$ cat config.mk
export PLATFORM = sky130hd
export DESIGN_NAME = convfifo_top
export DESIGN_NICKNAME = d
export VERILOG_FILES = /design/src/rtl/convfifo_pkg.sv /design/src/rtl/convfifo_edge.sv /design/src/rtl/convfifo_pipe.sv /design/src/rtl/convfifo_buf.sv /design/src/rtl/convfifo_top.sv
export SDC_FILE = /design/constraint.sdc
export NUM_CORES = 1
export LEC_CHECK = 0
export BUFFER_PORTS_ARGS = -buffer_cell sky130_fd_sc_hd__buf_2
export CORE_MARGIN = 2
export CORE_UTILIZATION = 45
export CTS_BUF_LIST = sky130_fd_sc_hd__clkbuf_8
export DETAILED_ROUTE_END_ITERATION = 7
export PLACE_DENSITY_LB_ADDON = 0.05
export SLEW_MARGIN = 20
export SYNTH_ARGS = -nofsm -noshare
export SYNTH_HDL_FRONTEND = slang
export SYNTH_SLANG_ARGS = --single-unit
$ cat constraint.sdc
create_clock -name clk -period 4.7 [get_ports clk]
set_input_delay 0.235 -clock clk [delete_from_list [all_inputs] [get_ports clk]]
set_output_delay 0.235 -clock clk [all_outputs]
set_load 0.01 [all_outputs]
$ cat src/rtl/convfifo_pkg.sv
package convfifo_pkg;

    // Maps a requested trigger level to the level actually used.
    function automatic int pick_level(logic [3:0] req, logic dual);
        int r;
        r = int'(req);
        if ((r == 1 && !dual) || r == 2 || r == 4 || r == 8)
            return r;
        return dual ? 2 : 1;
    endfunction

endpackage

$ cat src/rtl/convfifo_edge.sv
module convfifo_edge (
    input  logic clk,
    input  logic rst,
    input  logic sig,
    output logic rise
);
    logic sig_d, sig_q;

    always_comb begin
        sig_d = sig;
    end

    always_ff @(posedge clk) begin
        if (rst) sig_q <= 1'b0;
        else     sig_q <= sig_d;
    end

    assign rise = sig & ~sig_q;

endmodule

$ cat src/rtl/convfifo_pipe.sv
module convfifo_pipe #(
    parameter int unsigned WORD_W = 12,
    parameter int unsigned STAGES = 5
) (
    input  logic              clk,
    input  logic              rst,
    input  logic              flush,
    input  logic              shift,
    input  logic [WORD_W-1:0] in_a,
    input  logic [WORD_W-1:0] in_b,
    output logic              out_valid,
    output logic [WORD_W-1:0] out_a,
    output logic [WORD_W-1:0] out_b
);
    typedef struct packed {
        logic              v;
        logic [WORD_W-1:0] a;
        logic [WORD_W-1:0] b;
    } stage_t;

    stage_t [STAGES-1:0] st_d, st_q;

    always_comb begin
        st_d = st_q;
        if (flush) begin
            st_d = '0;
        end else if (shift) begin
            for (int i = STAGES - 1; i > 0; i--) begin
                st_d[i] = st_q[i-1];
            end
            st_d[0] = '{v: 1'b1, a: in_a, b: in_b};
        end
    end

    always_ff @(posedge clk) begin
        if (rst) st_q <= '0;
        else     st_q <= st_d;
    end

    assign out_valid = st_q[STAGES-1].v;
    assign out_a     = st_q[STAGES-1].a;
    assign out_b     = st_q[STAGES-1].b;

    // a flush leaves no valid word at the pipeline output
    a_r9_flush_empties: assert property (@(posedge clk) disable iff (rst)
        flush |=> !out_valid);

endmodule

$ cat src/rtl/convfifo_buf.sv
module convfifo_buf #(
    parameter int unsigned WORD_W = 12,
    parameter int unsigned DEPTH  = 16
) (
    input  logic                       clk,
    input  logic                       rst,
    input  logic [1:0]                 push_n,
    input  logic [WORD_W-1:0]          push_a,
    input  logic [WORD_W-1:0]          push_b,
    input  logic                       pop,
    input  logic                       clr_ovf,
    output logic [WORD_W-1:0]          head,
    output logic [$clog2(DEPTH+1)-1:0] count,
    output logic                       empty,
    output logic                       full,
    output logic                       ovf
);
    localparam int unsigned AW = $clog2(DEPTH);
    localparam int unsigned CW = $clog2(DEPTH + 1);

    typedef logic [WORD_W-1:0] word_t;
    typedef struct packed {
        word_t [DEPTH-1:0] mem;
        logic  [AW-1:0]    wptr;
        logic  [AW-1:0]    rptr;
        logic  [CW-1:0]    count;
        logic              ovf;
    } buf_t;

    buf_t s_d, s_q;

    function automatic logic [AW-1:0] bump(logic [AW-1:0] p);
        return (p == AW'(DEPTH - 1)) ? '0 : p + 1'b1;
    endfunction

    logic          do_pop;
    logic          fits;
    logic [1:0]    taken;
    logic [AW-1:0] wnext;

    always_comb begin
        s_d    = s_q;
        do_pop = pop && (s_q.count != '0);
        fits   = (int'(s_q.count) + int'(push_n)) <= int'(DEPTH);
        taken  = 2'd0;
        wnext  = bump(s_q.wptr);
        if (do_pop) s_d.rptr = bump(s_q.rptr);
        if (push_n != 2'd0) begin
            if (fits) begin
                taken = push_n;
                s_d.mem[s_q.wptr] = push_a;
                if (push_n == 2'd2) begin
                    s_d.mem[wnext] = push_b;
                    s_d.wptr = bump(wnext);
                end else begin
                    s_d.wptr = wnext;
                end
            end else begin
                s_d.ovf = 1'b1;
            end
        end
        if (clr_ovf) s_d.ovf = 1'b0;
        s_d.count = s_q.count - CW'(do_pop) + CW'(taken);
    end

    always_ff @(posedge clk) begin
        if (rst) s_q <= '0;
        else     s_q <= s_d;
    end

    assign head  = s_q.mem[s_q.rptr];
    assign count = s_q.count;
    assign empty = (s_q.count == '0);
    assign full  = (s_q.count == CW'(DEPTH));
    assign ovf   = s_q.ovf;

    // fill never goes past the depth
    a_r7_no_overflow: assert property (@(posedge clk) disable iff (rst)
        int'(count) <= int'(DEPTH));
    // the drop flag holds until cleared
    a_r7_sticky: assert property (@(posedge clk) disable iff (rst)
        (ovf && !clr_ovf) |=> ovf);
    // popping an empty FIFO with no push leaves it empty
    a_r8_empty_pop: assert property (@(posedge clk) disable iff (rst)
        (pop && empty && push_n == 2'd0) |=> empty);

endmodule

$ cat src/rtl/convfifo_top.sv
module convfifo_top #(
    parameter int unsigned WORD_W  = 12,
    parameter int unsigned DEPTH   = 16,
    parameter int unsigned LATENCY = 5,
    parameter int unsigned CFG_W   = 6
) (
    input  logic                       clk,
    input  logic                       rst,
    input  logic                       conv_clk,
    input  logic                       int_start,
    input  logic [WORD_W-1:0]          ch_a,
    input  logic [WORD_W-1:0]          ch_b,
    input  logic                       cfg_we,
    input  logic [CFG_W-1:0]           cfg_wdata,
    input  logic                       rd_en,
    output logic [WORD_W-1:0]          rd_data,
    output logic [$clog2(DEPTH+1)-1:0] fill,
    output logic                       empty,
    output logic                       full,
    output logic                       data_av,
    output logic                       overflow
);
    import convfifo_pkg::*;

    localparam int unsigned LVL_W      = $clog2(DEPTH + 1);
    localparam int unsigned BIT_DUAL   = 0;
    localparam int unsigned BIT_SINGLE = 1;
    localparam int unsigned LVL_LSB    = 2;

    typedef struct packed {
        logic             dual;
        logic             single;
        logic [LVL_W-1:0] level;
        logic             av;
    } ctl_t;

    ctl_t s_d, s_q;

    logic              rise;
    logic              cont;
    logic              shift;
    logic              pipe_v;
    logic [WORD_W-1:0] pipe_a, pipe_b;
    logic [1:0]        push_n;
    logic [WORD_W-1:0] push_a, push_b;
    logic [LVL_W-1:0]  fill_w;

    convfifo_edge u_edge (
        .clk  (clk),
        .rst  (rst),
        .sig  (conv_clk),
        .rise (rise)
    );

    convfifo_pipe #(.WORD_W(WORD_W), .STAGES(LATENCY)) u_pipe (
        .clk       (clk),
        .rst       (rst),
        .flush     (cfg_we),
        .shift     (shift),
        .in_a      (ch_a),
        .in_b      (ch_b),
        .out_valid (pipe_v),
        .out_a     (pipe_a),
        .out_b     (pipe_b)
    );

    convfifo_buf #(.WORD_W(WORD_W), .DEPTH(DEPTH)) u_buf (
        .clk     (clk),
        .rst     (rst),
        .push_n  (push_n),
        .push_a  (push_a),
        .push_b  (push_b),
        .pop     (rd_en),
        .clr_ovf (cfg_we),
        .head    (rd_data),
        .count   (fill_w),
        .empty   (empty),
        .full    (full),
        .ovf     (overflow)
    );

    always_comb begin
        s_d    = s_q;
        cont   = !s_q.single;
        shift  = cont && rise && !cfg_we;
        push_n = 2'd0;
        push_a = pipe_a;
        push_b = pipe_b;
        if (!cfg_we) begin
            if (shift && pipe_v) begin
                push_n = s_q.dual ? 2'd2 : 2'd1;
            end else if (!cont && int_start) begin
                push_n = s_q.dual ? 2'd2 : 2'd1;
                push_a = ch_a;
                push_b = ch_b;
            end
        end
        s_d.av = (fill_w >= s_q.level);
        if (cfg_we) begin
            s_d.dual   = cfg_wdata[BIT_DUAL];
            s_d.single = cfg_wdata[BIT_SINGLE];
            s_d.level  = LVL_W'(pick_level(cfg_wdata[LVL_LSB +: 4], cfg_wdata[BIT_DUAL]));
        end
    end

    always_ff @(posedge clk) begin
        if (rst) s_q <= '{dual: 1'b0, single: 1'b0, level: LVL_W'(1), av: 1'b0};
        else     s_q <= s_d;
    end

    assign fill    = fill_w;
    assign data_av = s_q.av;

    // a start strobe alone leaves the fill untouched in continuous mode
    a_r3_start_ignored: assert property (@(posedge clk) disable iff (rst)
        (!s_q.single && int_start && !rise && !rd_en && !cfg_we) |=> $stable(fill));
    // two empty cycles in a row mean no data-available
    a_r6_quiet_when_empty: assert property (@(posedge clk) disable iff (rst)
        (empty && $past(empty)) |-> !data_av);
    // conversion edges push nothing in single-conversion mode
    a_r5_edge_ignored: assert property (@(posedge clk) disable iff (rst)
        (s_q.single && !int_start && !rd_en) |=> $stable(fill));

endmodule

After elaboration in Yosys (flattened, before gate mapping). Cells that the tools add are included.

Register bits: 340. Latch bits: 0. Memory bits (writable): 0. ROM bits: 0. Bits of input ports: 36. Output and inout bits: 21. Word-level logic and storage cells: 115. Memories kept: 0.

Add/subtract/negate cells: 6. Multipliers: 0. Divide/modulo/power cells: 0. Order comparisons: 7. Equal/unequal tests: 9. Shift-type cells: 0. Muxes and demuxes: 30. Bitwise operators: 3. Reduce and logical (&&, ||, !) cells: 20.

Operator list (count): 192-bit bitwise mux (2); 192-bit 2-to-1 mux (1); 12-bit 2-to-1 mux (9); 12-bit demux with 4-bit select (2); 12-bit binary-select mux with 4-bit select (1); 32-bit by 6-bit <= comparator with 1-bit output, second input constant (1); 4-bit == test, second input constant (5); 4-bit 2-to-1 mux (5); 4-bit by 5-bit less-than comparator with 1-bit output, second input constant (3); 2-bit 2-to-1 mux (7); 4-bit by 1-bit adder with 4-bit output, second input constant (3); 4-bit by 1-bit greater-or-equal comparator with 1-bit output, second input constant (2); 1-bit logical AND (8); 5-bit by 2-bit adder with 6-bit output (1); 5-bit by 2-bit adder with 5-bit output (1); 5-bit == test, second input constant (1); 5-bit greater-or-equal comparator (1); 5-bit zero test (1); 5-bit 2-to-1 mux (1); 5-bit nonzero test (1); 5-bit by 1-bit subtractor with 5-bit output (1); 4-bit by 2-bit == test with 1-bit output, second input constant (1); 4-bit by 3-bit == test with 1-bit output, second input constant (1); 2-bit AND reduction (2); 8 further kinds (14).

Logic depth before layout (Yosys ltp).
Word-level depth: 12. Depth in mapped cells: 20. Mapped depth without buffers: 19.

Hierarchy. Synthesis repeated with hierarchy kept, for this count alone.

Cell total of the unflattened synthesis: 1801. Area, all modules: 18729.2 um^2.

Modules (own cells, without submodules): convfifo_buf (times used 1, cells an instance 1289, area an instance 13247.7 um^2, seq. area each 4124.0 um^2); convfifo_pipe (times used 1, cells an instance 428, area an instance 4620.7 um^2, seq. area each 2502.4 um^2); convfifo_top (times used 1, cells an instance 81, area an instance 813.3 um^2, seq. area each 140.1 um^2); convfifo_edge (times used 1, cells an instance 3, area an instance 47.5 um^2, seq. area each 20.0 um^2).

Least setup slack after synthesis. Ideal clock, no wire load.

Path kind: register -> register. From: register s_q[6] (netlist name). To: register u_buf.s_q (netlist bit u_buf.count[3]). Library setup time: 0.128 ns. Arrival: 3.845 ns. Required time: 4.572 ns. Path slack: 0.728 ns. Cell stages (with the launch flop): 20. Buffers on the path: 2. Period minus slack after synthesis: 3.972 ns. Cell sequence: dfxtp_1 > nand4bb_4 > a21oi_2 > buf_2 > nand2_1 > inv_1 > ha_1 > a21oi_1 > nor2_4 > buf_2 > xnor2_1 > a221o_1 > or2_2 > ha_1 > inv_1 > ha_1 > a21o_1 > a21oi_1 > xnor2_1 > nor2_1.

Word-level cells in the longest chain between the ends: 11. Elaborated cells between the ends (all ways): 14. Classes of those cells: 2 x add/sub; 1 x order compare; 5 x mux; 6 x reduce/logical.

Ends and longest elaborated chain: start: declaration (RTL line convfifo_top.sv:37) `ctl_t s_d, s_q;`; start signal: assignment (RTL line convfifo_top.sv:107) `if (rst) s_q <= '{dual: 1'b0, single: 1'b0, level: LVL_W'(1), av: 1'b0};`; 1-bit zero test (RTL line convfifo_top.sv:84) `cont = !s_q.single;`; 1-bit logical AND (2 in a row) (RTL line convfifo_top.sv:85) `shift = cont && rise && !cfg_we;`; 1-bit logical AND (RTL line convfifo_top.sv:90) `if (shift && pipe_v) begin`; 2-bit 2-to-1 mux * (RTL line convfifo_top.sv:90); 2-bit 2-to-1 mux * (RTL line convfifo_top.sv:89) `if (!cfg_we) begin`; 5-bit by 2-bit adder with 6-bit output (RTL line convfifo_buf.sv:44) `fits = (int'(s_q.count) + int'(push_n)) <= int'(DEPTH);`; 32-bit by 6-bit <= comparator with 1-bit output (RTL line convfifo_buf.sv:44); 2-bit 2-to-1 mux (RTL line convfifo_buf.sv:49) `if (fits) begin`; 2-bit 2-to-1 mux * (RTL line convfifo_buf.sv:48) `if (push_n != 2'd0) begin`; 5-bit by 2-bit adder with 5-bit output * (RTL line convfifo_buf.sv:63) `s_d.count = s_q.count - CW'(do_pop) + CW'(taken);`; end signal: assignment (RTL line convfifo_buf.sv:67) `if (rst) s_q <= '0;`; end signal: assignment (RTL line convfifo_buf.sv:68) `else s_q <= s_d;`; end: declaration (RTL line convfifo_buf.sv:30) `buf_t s_d, s_q;`.

Every way passes the cells marked *; elsewhere a longest branch is shown, timed or not. A chain may end at the register's enable or synchronous reset.

Final worst setup path. Same ends and word-level chain as after synthesis.

==> flow_summary.json <==
{
  "synth.cell_area_mm2": 0.01714,
  "syn_nets": 1969,
  "cts_sinks": 339,
  "drc_errors": 0,
  "core_area_mm2": 0.03758,
  "synth_seq_area_share_pct": 39.59,
  "power.density_mw_per_mm2": 348.1,
  "syn_to_final_growth_pct": 15.01,
  "drtAntennaViolNets": 0,
  "crit_path_start_kind": "register",
  "gp_congestion": 0.8462,
  "worst_pin_slew_ns": 1.095,
  "synth_common_cells": "dfxtp_1, nand2_1, mux2i_1",
  "clock_latency_ns": 0.69,
  "drive_gt1_share_pct": 16.57,
  "io_buffers": 56,
  "report.final.hold_viol_count": 0,
  "slew_headroom_pct": 26.97,
  "worstPathCellList": "nand2_1 -> a21o_1 -> nor2_1 -> ha_1 -> inv_1 -> fa_1 -> nand2b_1 -> xor2_1 -> nor2_1 -> a221o_1 -> or2_2 -> ha_1 -> inv_1 -> ha_1 -> a21o_1 -> a21oi_1 -> xnor2_1 -> nor2_1",
  "fp.dieW_um": 199.2,
  "max_freq_mhz": 234.9,
  "worstSetupStartpoint": "s_q[6]",
  "dp_slack_ns": 0.4051,
  "synth_top_area_share_pct": 39.59,
  "first_pass_iters": 5,
  "required_ns": 5.23,
  "synthCells": 1907,
  "rsz0062_at_grt": "no",
  "pin_count": 57,
  "setup_viol": 0,
  "path_max_fanout": 6,
  "end_kind": "register",
  "post-route-util_pct": 52.47,
  "worst-path-buf-inv": 2,
  "cts_max_level": 2,
  "ys_async_sr_fraction_pct": 0,
  "slowest_delay_ns": 0.43,
  "n_antenna_cell": 0,
  "status": "completed",
  "vias_per_cell": 5.689,
  "drv_cap": 0,
  "rrSetupSlack_ns": 0.44,
  "drt_wl_total_um": 53000,
  "synth-edff-count": 0,
  "cts_tree": "built",
  "reg2reg_from": "s_q[6]",
  "syn_avg_cell_area_um2": 8.989,
  "fin_nets": 2008,
  "setup_ws_ns": 0.4434,
  "yosysMostFrequentCell": "dfxtp_1",
  "slowest_stage": "dfxtp_1",
  "path_clk_slew_ns": 0.06,
  "setup_tns_ns": 0,
  "first_global_vias": 13670,
  "worst_path_dominant_cell_family": "adder cells",
  "min_path_type": "input port to register",
  "num_vias": 14270,
  "min_period_ns": 4.257,
  "fp.dieArea_mm2": 0.03967,
  "clockBufferDepth": 3,
  "overflow": 0,
  "track_usage_pct": 26.76,
  "antenna_found_initial": 1,
  "grt_max_degree": 126,
  "wl_per_cell_um": 21.13,
  "cts_made_buffers": 60,
  "ys_top_cells_by_area": "dfxtp_1, mux2i_1, mux4_2",
  "dp_hpwl_um": 33180,
  "cts_root_buf": "clkbuf_8",
  "start_util_pct": 45.62,
  "fin_skew_ns": 0.03364,
  "cts_resized": 0,
  "rows": 71,
  "ys_types": 62,
  "leakagePower_uw": 0.007476,
  "yosys.area.top_type": "dfxtp_1",
  "synth_top_flop_cell": "dfxtp_1",
  "crit_type": "register to register",
  "final-max-slew-violation-count": 0,
  "finalCritPeriodShare_pct": 90.57,
  "die_h_um": 199.2,
  "ys_seq_elements": 339,
  "grt_pass1_wl_um": 80820,
  "yosys_warnings": 0,
  "peakVddDrop_v": 0.0002434,
  "drtIter0Drc": 1091,
  "arrival_ns": 4.79,
  "worstHoldStart": "rd_en"
}
-- logic make-up (layout without fill, tap and decap cells) --
logic type,Yosys count,after routing,synth area share [%]
DFF,339,339,39.59
AOI/OAI and AO/OA,396,396,13.63
buffers and inverters,216,306,5.116
muxes,345,345,24.71
adders and majority gates,26,26,1.985
xor gates and xnor gates,11,11,0.5620
and+or+nand+nor,574,574,14.41
-- per-stage QoR --
stage	total power (uW)	std cells	hold slack, ns	instance area [um2]
final	6863	2508	0.09382	19720
after global routing	7159	2508	0.09940	19720
after CTS	6950	2508	0.05211	19710
after detailed placement	3938	2359	0.4409	18010
after global placement	3917	2359	0.4363	18000
after floorplan	3665	1907	0.3385	17140
-- report_power, final --
part           leakage, uW  internal [uW]  switching [uW]
clock             0.000751           1660            1320
combinational      0.00399            346             503
sequential         0.00274           2920             128
total              0.00748           4920            1950
-- routing by layer --
| metal | GRT usage, % | routed length, um |
|---|---|---|
| met5 | 0 | 0 |
| met4 | 10.36 | 1589 |
| met3 | 5.249 | 3144 |
| met2 | 42.08 | 24230 |
| met1 | 36.27 | 24030 |
-- repair_timing --
item / in CTS / in global routing
endpoints found under the hold margin: 35 / 0
hold buffers: 36 / 0
setup buffers: 0 / 0
-- worst paths after layout --
| kind | endpoint | cells after the start |
|---|---|---|
| hold reg to reg | u_pipe.st_q[52] | 2 |
| setup reg to reg | u_buf.count[3] | 18 |
| hold / removal | u_buf.s_q[6] | 4 |
| setup / recovery | u_buf.count[3] | 18 |
-- registers in the layout (all words and copies together) (netlist names) --
name              count
u_edge.sig_q          1
u_pipe.st_q         100
u_pipe.out_valid      1
u_pipe.out_a         12
data_av               1
u_pipe.out_b         12
s_q                   6
u_buf.count           5
u_buf.ovf             1
u_buf.s_q           200
-- cells in the final DEF (no fill, tap or decap), types with 5 or more instances in the layout --
cell,count
nor2b_1,8
a2111oi_2,5
xnor2_1,6
buf_2,55
ha_1,24
a21oi_1,227
o21ai_1,12
nand2_1,329
or3_1,12
nand2b_1,18
nor2_1,126
clkinv_2,8
dlygate4sd3_1,36
a2111oi_4,11
o32ai_1,13
nand3_1,38
xor2_1,5
mux2i_1,258
mux4_2,60
dfxtp_1,336
mux2_1,11
buf_4,67
a32oi_1,9
mux2_2,14
clkbuf_8,81
and2_1,6
or4_1,13
inv_1,49
o21ai_0,86
-- tightest hold or removal path: stages --
cell	delay (ns)
buf_2	0.09
nor2b_1	0.19
mux2i_1	0.14
nor2_1	0.07
-- area by class of cell --
| cell class | count | area [um2] |
|---|---|---|
| Sequential cell | 339 | 6795 |
| Tap cell | 511 | 639.4 |
| Inverter | 32 | 120.1 |
| Fill cell | 3533 | 17860 |
| Clock inverter | 32 | 220.2 |
| Multi-Input combinational cell | 1352 | 9635 |
| Timing Repair Buffer | 161 | 1190 |
| Clock buffer | 81 | 1115 |
Note: power is estimated with default switching activity, not from simulation.
